--- src/rtl/tirq_pkg.sv ---
package tirq_pkg;
    // Register offsets; the alarm bytes run upward from ADR_ALARM_LO
    localparam logic [3:0] ADR_ALARM_LO = 4'h6;
    localparam logic [3:0] ADR_ENABLES  = 4'hA;
    localparam logic [3:0] ADR_RATE     = 4'hB;
    localparam logic [3:0] ADR_STATUS   = 4'hC;
    // Bit positions shared by the enable byte and the status byte
    localparam int BIT_ALM = 0;
    localparam int BIT_PER = 1;

    typedef struct packed {
        logic alm;
        logic per;
    } flag_pair_t;
endpackage

--- src/rtl/tirq_alarm.sv ---
module tirq_alarm
    import tirq_pkg::*;
#(
    parameter int SEC_W  = 32,
    parameter int DATA_W = 8,
    parameter int ADDR_W = 4
) (
    input  logic              clk,
    input  logic              rst_n,
    input  logic              wr,
    input  logic [ADDR_W-1:0] addr,
    input  logic [DATA_W-1:0] wdata,
    input  logic [SEC_W-1:0]  sec,
    input  logic              tick,
    input  logic              cnt_load,
    output logic [SEC_W-1:0]  alarm,
    output logic              hit
);
    localparam int NBYTES = SEC_W / DATA_W;

    typedef struct packed {
        logic [SEC_W-1:0] alarm;
        logic             recheck;
    } alm_state_t;

    alm_state_t st_d, st_q;
    logic [NBYTES-1:0] lane_sel;

    // One decode per byte lane
    for (genvar k = 0; k < NBYTES; k++) begin : g_lane
        assign lane_sel[k] = wr && (addr == ADDR_W'(ADR_ALARM_LO) + ADDR_W'(k));
    end

    always_comb begin
        st_d = st_q;
        for (int k = 0; k < NBYTES; k++) begin
            if (lane_sel[k]) begin
                st_d.alarm[k*DATA_W +: DATA_W] = wdata;
            end
        end
        st_d.recheck = |lane_sel;
    end

    always_ff @(posedge clk) begin
        if (!rst_n) begin
            st_q <= '0;
        end else begin
            st_q <= st_d;
        end
    end

    assign alarm = st_q.alarm;
    assign hit   = (tick || cnt_load || st_q.recheck) && (sec == st_q.alarm);

    // Any alarm byte write schedules a compare at the next edge
    p_write_recheck_r3: assert property (@(posedge clk) disable iff (!rst_n)
        (|lane_sel) |=> st_q.recheck);
    // A written byte is held until overwritten
    p_byte_store_r1: assert property (@(posedge clk) disable iff (!rst_n)
        lane_sel[0] |=> (st_q.alarm[DATA_W-1:0] == $past(wdata)));
    // A hit needs an exact match of the seconds count
    p_hit_match_r2: assert property (@(posedge clk) disable iff (!rst_n)
        hit |-> (sec == alarm));
endmodule

--- src/rtl/tirq_rate.sv ---
module tirq_rate #(
    parameter int SEC_W  = 32,
    parameter int FRAC_W = 12,
    parameter int RATE_W = 4
) (
    input  logic [RATE_W-1:0] rate,
    input  logic              tick,
    input  logic [FRAC_W-1:0] frac,
    input  logic [SEC_W-1:0]  sec,
    output logic              hit
);
    // Rates 1..FRAC_W count fractional ticks, higher ones count whole seconds
    logic [FRAC_W-1:0] frac_mask;
    logic [SEC_W-1:0]  sec_mask;
    logic              active;
    int                r;

    always_comb begin
        r         = int'(rate);
        frac_mask = '0;
        sec_mask  = '0;
        active    = (r != 0);
        if (r == 0) begin
            frac_mask = '0;
        end else if (r <= FRAC_W) begin
            frac_mask = FRAC_W'((1 << (r - 1)) - 1);
        end else begin
            frac_mask = '1;
            sec_mask  = SEC_W'((1 << (r - FRAC_W - 1)) - 1);
        end
        hit = tick && active && ((frac & frac_mask) == '0) && ((sec & sec_mask) == '0);
    end
endmodule

--- src/rtl/tirq_flags.sv ---
module tirq_flags
    import tirq_pkg::*;
#(
    parameter int DATA_W = 8
) (
    input  logic              clk,
    input  logic              rst_n,
    input  logic              alm_set,
    input  logic              per_set,
    input  logic              clr_wr,
    input  logic [DATA_W-1:0] clr_data,
    input  logic              alm_en,
    input  logic              per_en,
    output flag_pair_t        flags,
    output logic              irq_n
);
    flag_pair_t fl_d, fl_q;
    logic clr_alm, clr_per;

    assign clr_alm = clr_wr && !clr_data[BIT_ALM];
    assign clr_per = clr_wr && !clr_data[BIT_PER];

    // A set event outranks a clear in the same cycle
    always_comb begin
        fl_d     = fl_q;
        fl_d.alm = alm_set || (fl_q.alm && !clr_alm);
        fl_d.per = per_set || (fl_q.per && !clr_per);
    end

    always_ff @(posedge clk) begin
        if (!rst_n) begin
            fl_q <= '0;
        end else begin
            fl_q <= fl_d;
        end
    end

    assign flags = fl_q;
    assign irq_n = !((fl_q.alm && alm_en) || (fl_q.per && per_en));

    p_alm_set_r2: assert property (@(posedge clk) disable iff (!rst_n)
        alm_set |=> flags.alm);
    p_per_set_wins_r8: assert property (@(posedge clk) disable iff (!rst_n)
        (per_set && clr_per) |=> flags.per);
    p_alm_sticky_r6: assert property (@(posedge clk) disable iff (!rst_n)
        (flags.alm && !clr_alm) |=> flags.alm);
    p_per_clear_r7: assert property (@(posedge clk) disable iff (!rst_n)
        (clr_per && !per_set) |=> !flags.per);
    p_irq_quiet_r9: assert property (@(posedge clk) disable iff (!rst_n)
        (!alm_en && !per_en) |-> irq_n);
    p_irq_source_r9: assert property (@(posedge clk) disable iff (!rst_n)
        !irq_n |-> (flags.alm || flags.per));
endmodule

--- src/rtl/tirq_unit.sv ---
module tirq_unit
    import tirq_pkg::*;
#(
    parameter int SEC_W  = 32,
    parameter int FRAC_W = 12,
    parameter int RATE_W = 4,
    parameter int ADDR_W = 4,
    parameter int DATA_W = 8
) (
    input  logic              clk,
    input  logic              rst_n,
    input  logic [SEC_W-1:0]  sec_cnt,
    input  logic [FRAC_W-1:0] frac_cnt,
    input  logic              tick,
    input  logic              cnt_load,
    input  logic [ADDR_W-1:0] reg_addr,
    input  logic              reg_wr,
    input  logic [DATA_W-1:0] reg_wdata,
    output logic [DATA_W-1:0] reg_rdata,
    output logic              irq_n
);
    localparam int NBYTES = SEC_W / DATA_W;
    localparam int RATE_LSB = DATA_W - RATE_W;

    typedef struct packed {
        logic              alm_en;
        logic              per_en;
        logic [RATE_W-1:0] rate;
    } ctl_t;

    ctl_t ctl_d, ctl_q;
    logic [SEC_W-1:0] alarm;
    logic alm_hit, per_hit;
    flag_pair_t flags;

    always_comb begin
        ctl_d = ctl_q;
        if (reg_wr && reg_addr == ADDR_W'(ADR_ENABLES)) begin
            ctl_d.alm_en = reg_wdata[BIT_ALM];
            ctl_d.per_en = reg_wdata[BIT_PER];
        end
        if (reg_wr && reg_addr == ADDR_W'(ADR_RATE)) begin
            ctl_d.rate = reg_wdata[DATA_W-1:RATE_LSB];
        end
    end

    always_ff @(posedge clk) begin
        if (!rst_n) begin
            ctl_q <= '0;
        end else begin
            ctl_q <= ctl_d;
        end
    end

    tirq_alarm #(.SEC_W(SEC_W), .DATA_W(DATA_W), .ADDR_W(ADDR_W)) i_alarm (
        .clk      (clk),
        .rst_n    (rst_n),
        .wr       (reg_wr),
        .addr     (reg_addr),
        .wdata    (reg_wdata),
        .sec      (sec_cnt),
        .tick     (tick),
        .cnt_load (cnt_load),
        .alarm    (alarm),
        .hit      (alm_hit)
    );

    tirq_rate #(.SEC_W(SEC_W), .FRAC_W(FRAC_W), .RATE_W(RATE_W)) i_rate (
        .rate (ctl_q.rate),
        .tick (tick),
        .frac (frac_cnt),
        .sec  (sec_cnt),
        .hit  (per_hit)
    );

    tirq_flags #(.DATA_W(DATA_W)) i_flags (
        .clk      (clk),
        .rst_n    (rst_n),
        .alm_set  (alm_hit),
        .per_set  (per_hit),
        .clr_wr   (reg_wr && reg_addr == ADDR_W'(ADR_STATUS)),
        .clr_data (reg_wdata),
        .alm_en   (ctl_q.alm_en),
        .per_en   (ctl_q.per_en),
        .flags    (flags),
        .irq_n    (irq_n)
    );

    // Read mux
    always_comb begin
        reg_rdata = '0;
        for (int k = 0; k < NBYTES; k++) begin
            if (reg_addr == ADDR_W'(ADR_ALARM_LO) + ADDR_W'(k)) begin
                reg_rdata = alarm[k*DATA_W +: DATA_W];
            end
        end
        if (reg_addr == ADDR_W'(ADR_ENABLES)) begin
            reg_rdata[BIT_ALM] = ctl_q.alm_en;
            reg_rdata[BIT_PER] = ctl_q.per_en;
        end
        if (reg_addr == ADDR_W'(ADR_RATE)) begin
            reg_rdata[DATA_W-1:RATE_LSB] = ctl_q.rate;
        end
        if (reg_addr == ADDR_W'(ADR_STATUS)) begin
            reg_rdata[BIT_ALM] = flags.alm;
            reg_rdata[BIT_PER] = flags.per;
        end
    end

    // A zero rate never produces a periodic event
    p_rate_off_r5: assert property (@(posedge clk) disable iff (!rst_n)
        (ctl_q.rate == '0) |-> !per_hit);
    // Periodic events only come with a tick
    p_per_on_tick_r4: assert property (@(posedge clk) disable iff (!rst_n)
        per_hit |-> tick);
    // Enable byte holds after a write to it
    p_enable_store_r10: assert property (@(posedge clk) disable iff (!rst_n)
        (reg_wr && reg_addr == ADDR_W'(ADR_ENABLES)) |=> (ctl_q.alm_en == $past(reg_wdata[BIT_ALM])));
endmodule

--- config.mk ---
export PLATFORM = sky130hd
export DESIGN_NAME = tirq_unit
export DESIGN_NICKNAME = d
export VERILOG_FILES = /design/src/rtl/tirq_pkg.sv /design/src/rtl/tirq_alarm.sv /design/src/rtl/tirq_rate.sv /design/src/rtl/tirq_flags.sv /design/src/rtl/tirq_unit.sv
export SDC_FILE = /design/constraint.sdc
export NUM_CORES = 1
export LEC_CHECK = 0
export BUFFER_PORTS_ARGS = -buffer_cell sky130_fd_sc_hd__buf_2
export CORE_MARGIN = 2
export CORE_UTILIZATION = 55
export DETAILED_ROUTE_END_ITERATION = 8
export PLACE_DENSITY = 0.84
export SETUP_SLACK_MARGIN = 0.4
export SKIP_CTS_REPAIR_TIMING = 1
export SLEW_MARGIN = 20
export SYNTH_ARGS = -nofsm -noshare
export SYNTH_HDL_FRONTEND = slang
export SYNTH_SLANG_ARGS = --single-unit
--- constraint.sdc ---
create_clock -name clk -period 5.1 [get_ports clk]
set_clock_uncertainty 0.05 [all_clocks]
set_input_delay 0.765 -clock clk [delete_from_list [all_inputs] [get_ports clk]]
set_output_delay 0.765 -clock clk [all_outputs]
set_load 0.02 [all_outputs]
Word-level counts from Yosys, hierarchy flattened
Cells that the tools add are included.
{ "totals": {"register_bits": 41, "out_inout_bits": 9} }
{ "classes": {"addsub": 5, "n_lt_le_gt_ge": 1, "n_eq_ne": 8, "shift": 2, "n_mux": 11, "n_bitwise": 2, "reduce_logical": 32} }
{ "op_table": {"columns": ["cell", "n"], "rows": [
  ["32-bit 2-to-1 mux", 2],
  ["32-bit by 2-bit subtractor with 32-bit output (second input constant)", 2],
  ["32-bit AND", 1],
  ["32-bit equality test", 1],
  ["32-bit logical NOT", 1],
  ["8-bit 2-to-1 mux", 4],
  ["1-bit by 32-bit left shift with 12-bit output (first input constant)", 1],
  ["1-bit by 32-bit left shift with 32-bit output (first input constant)", 1],
  ["12-bit 2-to-1 mux", 2],
  ["4-bit equality test (second input constant)", 5],
  ["1-bit logical AND", 17],
  ["12-bit AND", 1],
  ["12-bit logical NOT", 1],
  ["12-bit by 2-bit subtractor with 12-bit output (second input constant)", 1],
  ["4-bit by 3-bit equality test with 1-bit output (second input constant)", 2],
  ["1-bit logical NOT", 5],
  ["1-bit logical OR", 5],
  ["4-bit by 1-bit subtractor with 5-bit output (second input constant)", 1],
  ["4-bit by 4-bit subtractor with 5-bit output (second input constant)", 1],
  ["4-bit less-or-equal comparator (second input constant)", 1],
  ["4-bit logical NOT", 1],
  ["2-bit 2-to-1 mux", 2],
  ["4-bit 2-to-1 mux", 1],
  ["4-bit nonzero test", 1],
  ["4-bit OR reduction", 1]
]} }

Logic depth before layout (Yosys ltp)
{ "logic_depth": {"depth_word": 10, "depth_mapped": 18, "ltp_nobuf": 15} }

By module
A second synthesis with hierarchy kept.
{ "hier_totals": {"cells_unflattened": 545, "area_unflattened_um2": 4340.4} }
{ "modules_own_cells": {"columns": ["module", "instances", "cells_each", "area_each_um2", "seq_area_each_um2"], "rows": [
  ["tirq_alarm", 1, 188, 1886.8, 660.6],
  ["tirq_rate", 1, 259, 1686.6, 0.0],
  ["tirq_unit", 1, 89, 676.9, 120.1],
  ["tirq_flags", 1, 9, 90.1, 40.0]
]} }

Worst setup path before layout
OpenSTA, ideal clock, no wires.
{ "synth_path": {"path_kind": "register -> register", "from": "reg ctl_q[2] in the netlist's numbering", "to": "reg i_flags.fl_q, in the netlist i_flags.flags[0]", "arrival_time_ns": 4.274, "setup_slack_ns": 0.680, "path_stages_with_launch": 17, "n_path_buf": 4, "period_less_slack_ns": 4.420, "cell_sequence": "dfxtp_1 > clkbuf_1 > clkbuf_1 > clkbuf_1 > nand3_1 > ha_1 > or4b_4 > nor3_2 > nand4_1 > ha_1 > buf_2 > a2111oi_0 > nor2_1 > a21oi_1 > o2111ai_1 > o41a_1 > o41ai_2"} }
{ "synth_via": {"elab_chain_cells": 10} }
{ "synth_lines": {"columns": ["element", "line", "text"], "rows": [
  ["start: declaration", "tirq_unit.sv:31", "ctl_t ctl_d, ctl_q;"],
  ["start signal: assignment", "tirq_unit.sv:51", "ctl_q <= ctl_d;"],
  ["4-bit by 4-bit subtractor with 5-bit output / 4-bit by 1-bit subtractor with 5-bit output (equally long branches)", "tirq_rate.sv:29, tirq_rate.sv:26", null],
  ["32-bit by 2-bit subtractor with 32-bit output / 1-bit by 32-bit left shift with 12-bit output (equally long branches)", "tirq_rate.sv:29, tirq_rate.sv:26", null],
  ["1-bit by 32-bit left shift with 32-bit output / 12-bit by 2-bit subtractor with 12-bit output (equally long branches)", "tirq_rate.sv:29, tirq_rate.sv:26", null],
  ["32-bit by 2-bit subtractor with 32-bit output / 12-bit 2-to-1 mux (equally long branches)", "tirq_rate.sv:29, tirq_rate.sv:25", null],
  ["32-bit 2-to-1 mux / 12-bit 2-to-1 mux (equally long branches)", "tirq_rate.sv:25, tirq_rate.sv:23", null],
  ["32-bit 2-to-1 mux / 12-bit AND (equally long branches)", "tirq_rate.sv:23, tirq_rate.sv:31", null],
  ["32-bit AND / 12-bit logical NOT (equally long branches)", "tirq_rate.sv:31", "hit = tick && active && ((frac & frac_mask) == '0) && ((sec & sec_mask) == '0);"],
  ["32-bit logical NOT / 1-bit logical AND (equally long branches)", "tirq_rate.sv:31", null],
  ["1-bit logical AND *", "tirq_rate.sv:31", null],
  ["1-bit logical OR *", "tirq_flags.sv:27", "fl_d.per = per_set || (fl_q.per && !clr_per);"],
  ["end signal: assignment", "tirq_flags.sv:34", "fl_q <= fl_d;"],
  ["end: declaration", "tirq_flags.sv:17", "flag_pair_t fl_d, fl_q;"]
]} }
Every way passes the cells marked *; elsewhere a longest branch is shown, timed or not.
A chain may end at the register's enable or synchronous reset.

Worst setup path in the final report
{ "layout_path": {"from": "reg ctl_q[3] in the netlist's numbering", "to": "reg i_flags.fl_q, in the netlist i_flags.flags[0]"} }
Same word-level chain as after synthesis.

==> metrics <==
Synth Area per Inst=7.85 µm²; worst setup path startpoint=ctl_q[3]$_SDFFE_PN0P_; CTS Buffer Depth=2; Rel. slew slack=~48%; DP Area=0.00434 mm²; Vias=4,205; outcome=finished clean; I/O Pins=70; predominant post-synthesis flop cell=dfxtp_1; H-tree depth=2; Setup-failing EPs final=0; Wirelength per Cell=between 15 and 20 µm; share of cells above drive strength 1=approximately 18%; Initial DRC Count=around 410; count of buffers from port buffering=69; Setup WS pre-CTS=~0.65 ns; max cap viols=0; HPWL Detailed=between 9000 and 10,000 µm; fin area=about 0.0044 mm²; Met2 Wirelength=between 5000 and 6000 µm; Setup Crit Path Kind=reg -> reg; worst-path cell chain=ha_2 > o21ai_0 > nand2_1 > ha_1 > or4b_4 > nor3_2 > buf_4 > nand4_1 > ha_1 > a2111oi_0 > nor2_1 > a21oi_1 > o2111ai_1 > o41a_1 > o41ai_2; post-synthesis sequential area ratio=between 20% and 30%; gr usage total=approximately a third; Yosys cell types=70; final net count=630; Seq cells post-synth=41; Root Driver=clkbuf_8; reg2reg setup slack=just over 0.6 ns; clk sinks=roughly 40; worst slew pin tran=around 0.76 ns; Routed met3 length=roughly 1100 µm; Worst Slack Setup Final=0.614 ns; Num CTS Buffers=5; R2R Path End=i_flags.flags[0]$_SDFF_PN0_; Post-synth ARST share=0%; max incr delay on CP=between 0.5 and 0.6 ns; M1 wire length=5020 µm; CP Capture Point=i_flags.flags[0]$_SDFF_PN0_; DIE AREA=just under 0.008 mm²; CP arrival=between 4 and 5 ns; worst skew pair latency=around 0.3 ns; Top Metal Used=met4; Final Cycle Share=just under 90%; critical path's most frequent cell=ha_1; Antenna diodes=0; min cycle time layout=4.49 ns; layout filler cell count=just under 600; Mapped Cells=between 500 and 600; Crit. End Element=flip-flop; critical path required time=~5.3 ns; largest net degree at the start of global routing=43; worst hold path type=reg -> reg; starting density of the core=a little under three fifths; Cell Area, Synth=approximately 0.004 mm²; Multi-input gate area=around 0.003 mm²; Post-DRT Antenna Nets=0; DRC Markers=0; Seq. cell area=slightly above 800 µm²; RSZ-0062 raised after global routing=false; Slowest-stage cell, CP=dfxtp_1; drt via density=6.47; cells on worst reg2reg path=15; TNS Setup=0 ns; Startpoint Class=flip-flop; Syn Nets=around 580; final global-route overflow total=0; Final Wtd Congestion=approximately 0.99; Leak Pwr=between 1.5 and 2 nW; Reg clk slew, reported paths=0.08 ns; Die Width=88.8 µm; R2R Path Start=ctl_q[3]$_SDFFE_PN0P_; Synthesis Warnings=0; Hold Vio Cnt, Final=0; Max IR drop VDD=around 180 µV; first-pass GRT wire length=19,300 µm; Core Footprint=approximately 0.0069 mm²; vias in the first global route=slightly below 4,000; pwr/cell area=155 mW/mm²; Routed WL=12,300 µm; Max Slew Vio Count=0; row cnt=30; Tot Pwr=0.000684 W; antenna violations before repair=0; Synth-to-Final Area Change=11.9%; Pre-antenna DRT Iters=5; CTS tree=yes; Die Y-Extent=approximately 90 µm; CP Max Fanout=11; Highest Clock Rate=~0.22 GHz; Post-synth EDFFs=0
==> routing by layer <==
layer	track usage, %	up-vias
met5	0	-
met4	9.64	0
met3	4.48	29
met2	53.6	264
met1	41.4	1927
li1	-	1985
==> synth_stat cells, drive strengths merged, types with 5 or more instances <==
| cell | number | share of area, % |
|---|---|---|
| nand2 | 33 | 3.1 |
| a21oi | 20 | 2.5 |
| o21ai | 30 | 3.8 |
| inv | 14 | 1.3 |
| nor2b | 41 | 6.5 |
| nor3 | 14 | 1.9 |
| xnor2 | 16 | 3.5 |
| o2111ai | 6 | 1.3 |
| nor4 | 11 | 1.9 |
| a21o | 6 | 1.1 |
| mux2i | 45 | 11 |
| ha | 16 | 5.1 |
| nor2 | 22 | 2.1 |
| nand4 | 12 | 1.9 |
| o211ai | 6 | 1.1 |
| dfxtp | 41 | 21 |
| nand3 | 19 | 2.4 |
| o31ai | 5 | 1.3 |
| a31oi | 10 | 1.6 |
| a211oi | 5 | 0.95 |
| xor2 | 20 | 4.4 |
| or3 | 6 | 1.1 |
| clkbuf | 31 | 2.9 |
==> where the power goes <==
group	switching [W]	total, W	internal (W)
Sequential	0.00000496	0.000329	0.000324
Clock	0.000119	0.000215	0.0000965
Combinational	0.0000833	0.000140	0.0000569
Total	0.000207	0.000684	0.000477
==> stage by stage <==
stage / cells / utilization, % / hold WS [ns]
global placement: 642 / 63.2 / 0.429
floorplan: 504 / - / 0.407
CTS: 650 / 64.4 / 0.454
global route: 650 / 64.5 / 0.514
detailed placement: 642 / 63.2 / 0.446
finish: 650 / 64.5 / 0.451
==> critical path: cells and delay by family (launching register included) <==
kind	cells	cell delay [ns]
AOI/OAI and AO/OA	6	1.60
adders and majority gates	3	1.01
buffers and inverters	1	0.19
DFF	1	0.58
and+or+nand+nor	5	0.98
==> logic make-up (layout without fill, tap and decap cells) <==
kind of cell,after synthesis,after routing,synth area share (%)
compound gates,132,132,23.8
simple gates,185,185,26.2
flops,41,41,20.7
mux,45,45,11.4
xor+xnor,36,36,7.97
buf+inv,49,99,4.87
fa+ha+maj,16,16,5.06
==> cell usage in the layout (no fill, tap or decap), types with 4 or more instances in the layout <==
master / instances
xor2_1: 20
a21o_1: 6
o21ai_0: 30
clkbuf_8: 5
ha_1: 15
a31oi_1: 10
o211ai_1: 6
nor4_1: 10
nor2_1: 22
a21boi_0: 4
nand2b_1: 4
xnor2_1: 16
buf_2: 69
dfxtp_1: 41
o2111ai_1: 6
inv_1: 14
a21oi_1: 20
a222oi_1: 4
mux2i_1: 45
o221ai_1: 4
o31ai_1: 4
nor2b_1: 41
nor3_1: 13
nand3_1: 19
a211oi_1: 5
nand4_1: 12
nand2_1: 33
and3_1: 4
a22oi_1: 4
buf_4: 7
==> cell type report <==
type | instances | area share (%)
Clock buffer | 6 | 1.64
Clock inverter | 2 | 0.339
Inverter | 15 | 1.27
Multi-Input combinational cell | 414 | 66.5
Sequential cell | 41 | 18.5
Tap cell | 96 | 2.71
Timing Repair Buffer | 76 | 8.99
==> sequential cells by signal, summed over array words and instances (netlist names) <==
signal and count:
ctl_q 6, i_alarm.alarm 32, i_alarm.st_q 1, i_flags.flags 2
==> worst min path at each step <==
stage,start,to,cells after the start
floorplan,ctl_q[4]$_SDFFE_PN0P_,ctl_q[4]$_SDFFE_PN0P_,2
global placement,ctl_q[4]$_SDFFE_PN0P_,ctl_q[4]$_SDFFE_PN0P_,2
detailed placement,ctl_q[4]$_SDFFE_PN0P_,ctl_q[4]$_SDFFE_PN0P_,2
CTS,ctl_q[4]$_SDFFE_PN0P_,ctl_q[4]$_SDFFE_PN0P_,2
global route,ctl_q[4]$_SDFFE_PN0P_,ctl_q[4]$_SDFFE_PN0P_,2
finish,ctl_q[4]$_SDFFE_PN0P_,ctl_q[4]$_SDFFE_PN0P_,2
Note: power is estimated with default switching activity, not from simulation.
